File: src/rtl/sdac_pkg.sv
package sdac_pkg;

   // Synchronized view of the asynchronous pins, in a fixed packing order.
   typedef struct packed {
      logic frame_n;
      logic sclk;
      logic din;
      logic load_n;
      logic clear_n;
      logic pwr_up;
   } pins_t;

   localparam int PIN_N = $bits(pins_t);

   // Idle levels loaded into the synchronizers during reset.
   localparam pins_t PIN_IDLE = '{frame_n: 1'b1, sclk: 1'b0, din: 1'b0,
                                  load_n: 1'b1, clear_n: 1'b1, pwr_up: 1'b1};

endpackage

File: src/rtl/sdac_sync.sv
module sdac_sync #(
   parameter int             WIDTH  = 1,
   parameter logic [WIDTH-1:0] RST_VAL = '0
) (
   input  logic             clk,
   input  logic             rst_n,
   input  logic [WIDTH-1:0] async_i,
   output logic [WIDTH-1:0] level_o
);

   if (WIDTH < 1) begin : g_bad_width
      $error("sdac_sync: WIDTH must be at least 1");
   end

   for (genvar i = 0; i < WIDTH; i++) begin : g_bit
      logic meta_q;
      logic stab_q;

      always_ff @(posedge clk or negedge rst_n) begin
         if (!rst_n) begin
            meta_q <= RST_VAL[i];
            stab_q <= RST_VAL[i];
         end else begin
            meta_q <= async_i[i];
            stab_q <= meta_q;
         end
      end

      assign level_o[i] = stab_q;
   end

endmodule

File: src/rtl/sdac_shifter.sv
module sdac_shifter #(
   parameter int DATA_W = 16
) (
   input  logic              clk,
   input  logic              rst_n,
   input  logic              frame_lvl,
   input  logic              frame_fall,
   input  logic              frame_rise,
   input  logic              sclk_fall,
   input  logic              din,
   output logic              sdo,
   output logic [DATA_W-1:0] word_o,
   output logic              word_valid_o
);

   // Counter saturates one past a full frame, so long frames stay invalid.
   localparam int CNT_MAX = DATA_W + 1;
   localparam int CNT_W   = $clog2(CNT_MAX + 1);

   logic [DATA_W-1:0] shreg_q;
   logic [CNT_W-1:0]  cnt_q;

   always_ff @(posedge clk or negedge rst_n) begin
      if (!rst_n) begin
         shreg_q <= '0;
         cnt_q   <= '0;
      end else if (frame_fall) begin
         cnt_q <= '0;
      end else if (sclk_fall && !frame_lvl) begin
         shreg_q <= {shreg_q[DATA_W-2:0], din};
         if (cnt_q != CNT_W'(CNT_MAX)) begin
            cnt_q <= cnt_q + 1'b1;
         end
      end
   end

   always_ff @(posedge clk or negedge rst_n) begin
      if (!rst_n) begin
         word_valid_o <= 1'b0;
      end else begin
         word_valid_o <= frame_rise && (cnt_q == CNT_W'(DATA_W));
      end
   end

   // The shift register is frozen while the frame pin is high, so the word
   // is still intact in the cycle when the valid pulse fires.
   assign word_o = shreg_q;
   assign sdo    = shreg_q[DATA_W-1];

   // Only a frame with exactly DATA_W bits produces a word.
   assert_frame_len_R2 : assert property (@(posedge clk) disable iff (!rst_n)
      word_valid_o |-> $past(cnt_q) == CNT_W'(DATA_W))
      else $error("word accepted with wrong bit count");

   // Each shift moves the next lower bit to the chain output.
   assert_chain_out_R10 : assert property (@(posedge clk) disable iff (!rst_n)
      (sclk_fall && !frame_lvl && !frame_fall) |=> sdo == $past(shreg_q[DATA_W-2]))
      else $error("chain output did not advance");

endmodule

File: src/rtl/sdac_update.sv
module sdac_update #(
   parameter int DATA_W = 16
) (
   input  logic                     clk,
   input  logic                     rst_n,
   input  logic [DATA_W-1:0]        word_i,
   input  logic                     word_valid_i,
   input  logic                     load_lvl,
   input  logic                     load_fall,
   input  logic                     clear_lvl,
   input  logic                     pwr_lvl,
   output logic [DATA_W-1:0]        code_o,
   output logic                     forced_zero_o,
   output logic                     powered_down_o,
   output logic signed [DATA_W-1:0] value_o
);

   localparam logic [DATA_W-1:0] MID   = {1'b1, {(DATA_W-1){1'b0}}};
   localparam int                MID_I = 2 ** (DATA_W - 1);

   logic [DATA_W-1:0] inp_q;
   logic [DATA_W-1:0] dac_q;
   logic              zeroed_q;
   logic              direct_ld;

   // A valid frame that ends while the load pin is low writes both registers.
   assign direct_ld = word_valid_i && !load_lvl;

   always_ff @(posedge clk or negedge rst_n) begin
      if (!rst_n) begin
         inp_q <= MID;
         dac_q <= MID;
      end else begin
         if (word_valid_i) begin
            inp_q <= word_i;
         end
         if (direct_ld) begin
            dac_q <= word_i;
         end else if (load_fall) begin
            dac_q <= inp_q;
         end
      end
   end

   // Clear latch: set while clear is low, released only by the next load.
   always_ff @(posedge clk or negedge rst_n) begin
      if (!rst_n) begin
         zeroed_q <= 1'b1;
      end else if (!clear_lvl) begin
         zeroed_q <= 1'b1;
      end else if (load_fall || direct_ld) begin
         zeroed_q <= 1'b0;
      end
   end

   assign code_o         = dac_q;
   assign powered_down_o = !pwr_lvl;
   assign forced_zero_o  = zeroed_q || !pwr_lvl;
   assign value_o        = forced_zero_o ? '0 : {~dac_q[DATA_W-1], dac_q[DATA_W-2:0]};

   assert_hold_R3 : assert property (@(posedge clk) disable iff (!rst_n)
      (!word_valid_i && !load_fall) |=> $stable(dac_q))
      else $error("DAC register changed without a load");

   assert_strobe_copy_R3 : assert property (@(posedge clk) disable iff (!rst_n)
      (load_fall && !word_valid_i) |=> dac_q == $past(inp_q))
      else $error("load strobe did not copy the input register");

   assert_direct_R4 : assert property (@(posedge clk) disable iff (!rst_n)
      (word_valid_i && !load_lvl) |=> dac_q == $past(word_i))
      else $error("direct load missed");

   assert_clear_zero_R5 : assert property (@(posedge clk) disable iff (!rst_n)
      !clear_lvl |=> forced_zero_o && value_o == '0)
      else $error("clear did not force zero");

   assert_release_R6 : assert property (@(posedge clk) disable iff (!rst_n)
      (zeroed_q && !load_fall && !direct_ld) |=> zeroed_q)
      else $error("clear latch released without a load");

   assert_pd_zero_R7 : assert property (@(posedge clk) disable iff (!rst_n)
      !pwr_lvl |-> (value_o == '0 && powered_down_o))
      else $error("power-down did not force zero");

   assert_offset_R8 : assert property (@(posedge clk) disable iff (!rst_n)
      !forced_zero_o |-> int'(value_o) == int'(code_o) - MID_I)
      else $error("offset-binary mapping wrong");

endmodule

File: src/rtl/sdac_frontend.sv
module sdac_frontend #(
   parameter int DATA_W = 16
) (
   input  logic                     clk,
   input  logic                     rst_n,
   input  logic                     frame_n_i,
   input  logic                     sclk_i,
   input  logic                     sdata_i,
   input  logic                     load_n_i,
   input  logic                     clear_n_i,
   input  logic                     pwr_up_i,
   output logic                     sdata_o,
   output logic [DATA_W-1:0]        dac_code_o,
   output logic                     out_zero_o,
   output logic                     pwr_down_o,
   output logic signed [DATA_W-1:0] out_value_o
);
   import sdac_pkg::*;

   if (DATA_W < 4 || DATA_W > 30) begin : g_bad_width
      $error("sdac_frontend: DATA_W must lie in 4..30");
   end

   pins_t raw_s;
   pins_t lvl_s;
   logic  frame_prev_q, sclk_prev_q, load_prev_q;
   logic  frame_fall, frame_rise, sclk_fall, load_fall;
   logic [DATA_W-1:0] word_s;
   logic              word_valid_s;

   assign raw_s.frame_n = frame_n_i;
   assign raw_s.sclk    = sclk_i;
   assign raw_s.din     = sdata_i;
   assign raw_s.load_n  = load_n_i;
   assign raw_s.clear_n = clear_n_i;
   assign raw_s.pwr_up  = pwr_up_i;

   sdac_sync #(.WIDTH(PIN_N), .RST_VAL(PIN_IDLE)) u_sync (
      .clk     (clk),
      .rst_n   (rst_n),
      .async_i (raw_s),
      .level_o (lvl_s)
   );

   // Edge detection on the pins that trigger register updates.
   always_ff @(posedge clk or negedge rst_n) begin
      if (!rst_n) begin
         frame_prev_q <= PIN_IDLE.frame_n;
         sclk_prev_q  <= PIN_IDLE.sclk;
         load_prev_q  <= PIN_IDLE.load_n;
      end else begin
         frame_prev_q <= lvl_s.frame_n;
         sclk_prev_q  <= lvl_s.sclk;
         load_prev_q  <= lvl_s.load_n;
      end
   end

   assign frame_fall = frame_prev_q && !lvl_s.frame_n;
   assign frame_rise = !frame_prev_q && lvl_s.frame_n;
   assign sclk_fall  = sclk_prev_q && !lvl_s.sclk;
   assign load_fall  = load_prev_q && !lvl_s.load_n;

   sdac_shifter #(.DATA_W(DATA_W)) u_shift (
      .clk          (clk),
      .rst_n        (rst_n),
      .frame_lvl    (lvl_s.frame_n),
      .frame_fall   (frame_fall),
      .frame_rise   (frame_rise),
      .sclk_fall    (sclk_fall),
      .din          (lvl_s.din),
      .sdo          (sdata_o),
      .word_o       (word_s),
      .word_valid_o (word_valid_s)
   );

   sdac_update #(.DATA_W(DATA_W)) u_update (
      .clk            (clk),
      .rst_n          (rst_n),
      .word_i         (word_s),
      .word_valid_i   (word_valid_s),
      .load_lvl       (lvl_s.load_n),
      .load_fall      (load_fall),
      .clear_lvl      (lvl_s.clear_n),
      .pwr_lvl        (lvl_s.pwr_up),
      .code_o         (dac_code_o),
      .forced_zero_o  (out_zero_o),
      .powered_down_o (pwr_down_o),
      .value_o        (out_value_o)
   );

   // Bits are only sampled inside a frame.
   assert_no_shift_idle_R1 : assert property (@(posedge clk) disable iff (!rst_n)
      (lvl_s.frame_n && !frame_rise) |=> $stable(sdata_o))
      else $error("shift register moved outside a frame");

endmodule

File: config.mk
export PLATFORM = sky130hd
export DESIGN_NAME = sdac_frontend
export DESIGN_NICKNAME = d
export VERILOG_FILES = /design/src/rtl/sdac_pkg.sv /design/src/rtl/sdac_sync.sv /design/src/rtl/sdac_shifter.sv /design/src/rtl/sdac_update.sv /design/src/rtl/sdac_frontend.sv
export SDC_FILE = /design/constraint.sdc
export NUM_CORES = 1
export LEC_CHECK = 0
export ABC_AREA = 1
export BUFFER_PORTS_ARGS = -buffer_cell sky130_fd_sc_hd__buf_2
export CORE_UTILIZATION = 30
export DETAILED_ROUTE_END_ITERATION = 8
export GPL_ROUTABILITY_DRIVEN = 0
export PLACE_DENSITY = 0.44
export SYNTH_ARGS = -nofsm -noshare
export SYNTH_HDL_FRONTEND = slang
export SYNTH_SLANG_ARGS = --single-unit
File: constraint.sdc
create_clock -name clk -period 2.1 [get_ports clk]
set_clock_uncertainty 0.1 [all_clocks]
set_input_delay 0.21 -clock clk [delete_from_list [all_inputs] [get_ports clk]]
set_output_delay 0.21 -clock clk [all_outputs]
set_load 0.05 [all_outputs]
==> impl_metrics.ini <==
[run_status]
outcome = finished with violations
violations = DRC

[finish]
n_antenna_cell = 0
syn2layout_area_growth_pct = 21.78
seqCellArea_mm2 = 0.001768
multi_input_area_um2 = 752.0
drive_gt1_share_pct = 21.47
fillers = 906
nets = 360
fin_util_pct = 38.14

[power]
power_density_mw_per_mm2 = 832.1
ir_drop_mv = 0.3166
p_leak_nw = 1.676

[logic_synthesis]
synthCells = 296
synthesis.area_mm2 = 0.002758
synth_edf_count = 0
synth_flop_cell = dfrtp_1
async_flop_share_pct = 100.0
synth_cell_types = 19
synthesis.nets = 307
syn_area_per_cell_um2 = 9.316
yosysWarnings = 0
seq_area_frac_synth_pct = 64.11
synth_seq_cells = 70

[floorplanning]
num_rows = 34
die_h_um = 97.88
ios = 43
die_area_mm2 = 0.009580
fp.coreArea_mm2 = 0.008806
dieWidth_um = 97.88
initial_utilization_pct = 31.32

[timing]
grt_setup_unrepaired = no
fin_setup_tns_ns = 0
worst_pin_slew_ns = 0.4678
relSlewSlack_pct = 68.82
fin_crit_sh_pct = 86.37
max_freq_mhz = 551.3
setup_viol = 0
hold_ws_ns = 0.2573
hold_violations = 0
min_period_ns = 1.814
slew_viol_final = 0
setup_slack_ns = 0.2862

[clock_tree]
cts_tree = done
cts_setup_buffers = 0
cts_htree_levels = 3
cts_inserted_buffers = 9
clockBufferDepth = 2
clk_pin_slew_ns = 0.08
cts_root_buf = clkbuf_8
clock-sinks = 70
clk_latency_ns = 0.33

[placement]
place_hpwl_um = 3437
place_ws_ns = 0.4490
port_buffers = 42

[critical_path]
end_kind = output port
critPathLaunchType = register
crit_required_ns = 1.79
worstSetupPathType = register to output port
path_max_fanout = 17
crit_arrival_ns = 1.50

[global_routing]
first_global_vias = 2079
grt_overflow = 0
grt_pass1_wl_um = 9183
grt_start_max_net_pins = 54
antenna_found_initial = 0
track_usage_pct = 12.12

[drt]
met1_length_um = 2521
highest_layer = met4
drt_iter0_markers = 114
postRouteAntennaNets = 0
post_drt_wl_per_cell_um = 11.36
vias = 1976
met2_length_um = 2503
avgViaCountPerCell = 4.277
met3WireLength_um = 196
routed_wl_um = 5249
drc = 2
drtPass1Iterations = 6

[min_path]
hold_class = primary input to async pin

[run]
maxCapViolCount = 0
==> metrics by stage <==
stage                     cell area, um2  cells  power (mW)
after floorplan                     2758    296       1.623
final                               3358    462       2.794
after detailed placement            3078    439       1.700
after global routing                3358    462       2.953
after CTS                           3356    462       2.855
after global placement              3078    439       1.699
==> flip-flops by register name, summed over array words and instances (netlist names) <==
register	cells
u_shift.word_o	16
u_update.code_o	16
u_update.inp_q	16
u_sync.g_bit.meta_q	6
u_sync.g_bit.stab_q	6
u_shift.cnt_q	5
frame_prev_q	1
load_prev_q	1
sclk_prev_q	1
u_shift.word_valid_o	1
u_update.zeroed_q	1
==> layer usage <==
metal  vias to the layer above  global-route usage, %
li1                       1015                      -
met1                       925                  14.54
met2                        32                  20.69
met3                         4                  3.150
met4                         0                  4.895
met5                         -                      0
==> cell usage after synthesis, types with 2 or more instances <==
library cell,count,area share (%)
nand3_1,14,2.5
a21oi_1,13,2.4
buf_2,5,0.91
buf_4,3,0.82
nand2_1,65,8.8
nand4_1,2,0.45
dfstp_2,13,12
o21ai_0,29,5.3
inv_1,46,6.3
nor2_1,36,4.9
dfrtp_1,57,52
ha_1,3,1.4
o21ai_1,4,0.73
==> logic make-up (layout without fill, tap and decap cells) <==
kind of cell,Yosys count,in the layout,synth area share (%)
fa+ha+maj,3,3,1.361
compound gates,47,47,8.621
simple gates,119,119,17.20
flops,70,70,64.11
buf+inv,57,115,8.711
==> critical path, cell delays in order, from the launching register on <==
cell     delay (ns)
dfstp_2        0.54
nand2_2        0.20
nor2_1         0.15
buf_2          0.27
==> cell type report <==
cell class              count  area share, %
flip-flops and latches     70          52.65
multi-input cells         169          22.39
repair buffers             53          9.613
inverters                  46          5.142
clock buffers              11          4.508
well taps                 108          4.024
clock inverters             5          1.677
==> report_power, final <==
part           switching (mW)  internal [mW]
clock network           0.502          0.614
logic                   0.136         0.0763
registers              0.0542           1.41
==> placed cells by master, fill, tap and decap left out <==
cell type / instances
nand2_1: 64
dfrtp_1: 57
inv_1: 46
buf_2: 42
nor2_1: 36
o21ai_0: 29
nand3_1: 14
a21oi_1: 13
dfstp_2: 13
clkbuf_8: 11
dlygate4sd3_1: 7
o21ai_1: 4
ha_1: 3
buf_4: 3
nand4_1: 2
clkinv_2: 2
nand2_2: 1
nor3_1: 1
o211ai_1: 1
nand3b_1: 1
inv_6: 1
clkinvlp_4: 1
bufinv_16: 1
buf_12: 1
==> timing repair <==
action                                  in CTS  in global routing
hold buffers                                 7                  0
gates resized for setup                      0                  1
hold endpoints to repair                    16                  0
endpoints found under the setup margin       0                 14
==> final timing paths <==
kind	from	to	slack, ns	cells past startpoint
worst min register to register	u_sync.g_bit[1].meta_q$_DFF_PN1_	u_sync.g_bit[1].stab_q$_DFF_PN1_	0.26	0
max in group asynchronous	rst_n	u_update.code_o[15]$_DFFE_PN1P_	0.95	3
worst max-delay path	u_sync.g_bit[0].stab_q$_DFF_PN1_	out_value_o[7]	0.29	3
worst min-delay path	rst_n	u_shift.cnt_q[0]$_DFFE_PN0P_	0.26	2
worst max register to register	u_sync.g_bit[5].stab_q$_DFF_PN1_	u_shift.word_o[7]$_DFFE_PN0P_	0.58	4
min in group clk	u_sync.g_bit[1].meta_q$_DFF_PN1_	u_sync.g_bit[1].stab_q$_DFF_PN1_	0.26	0
Power figures use the tool's default switching activity.
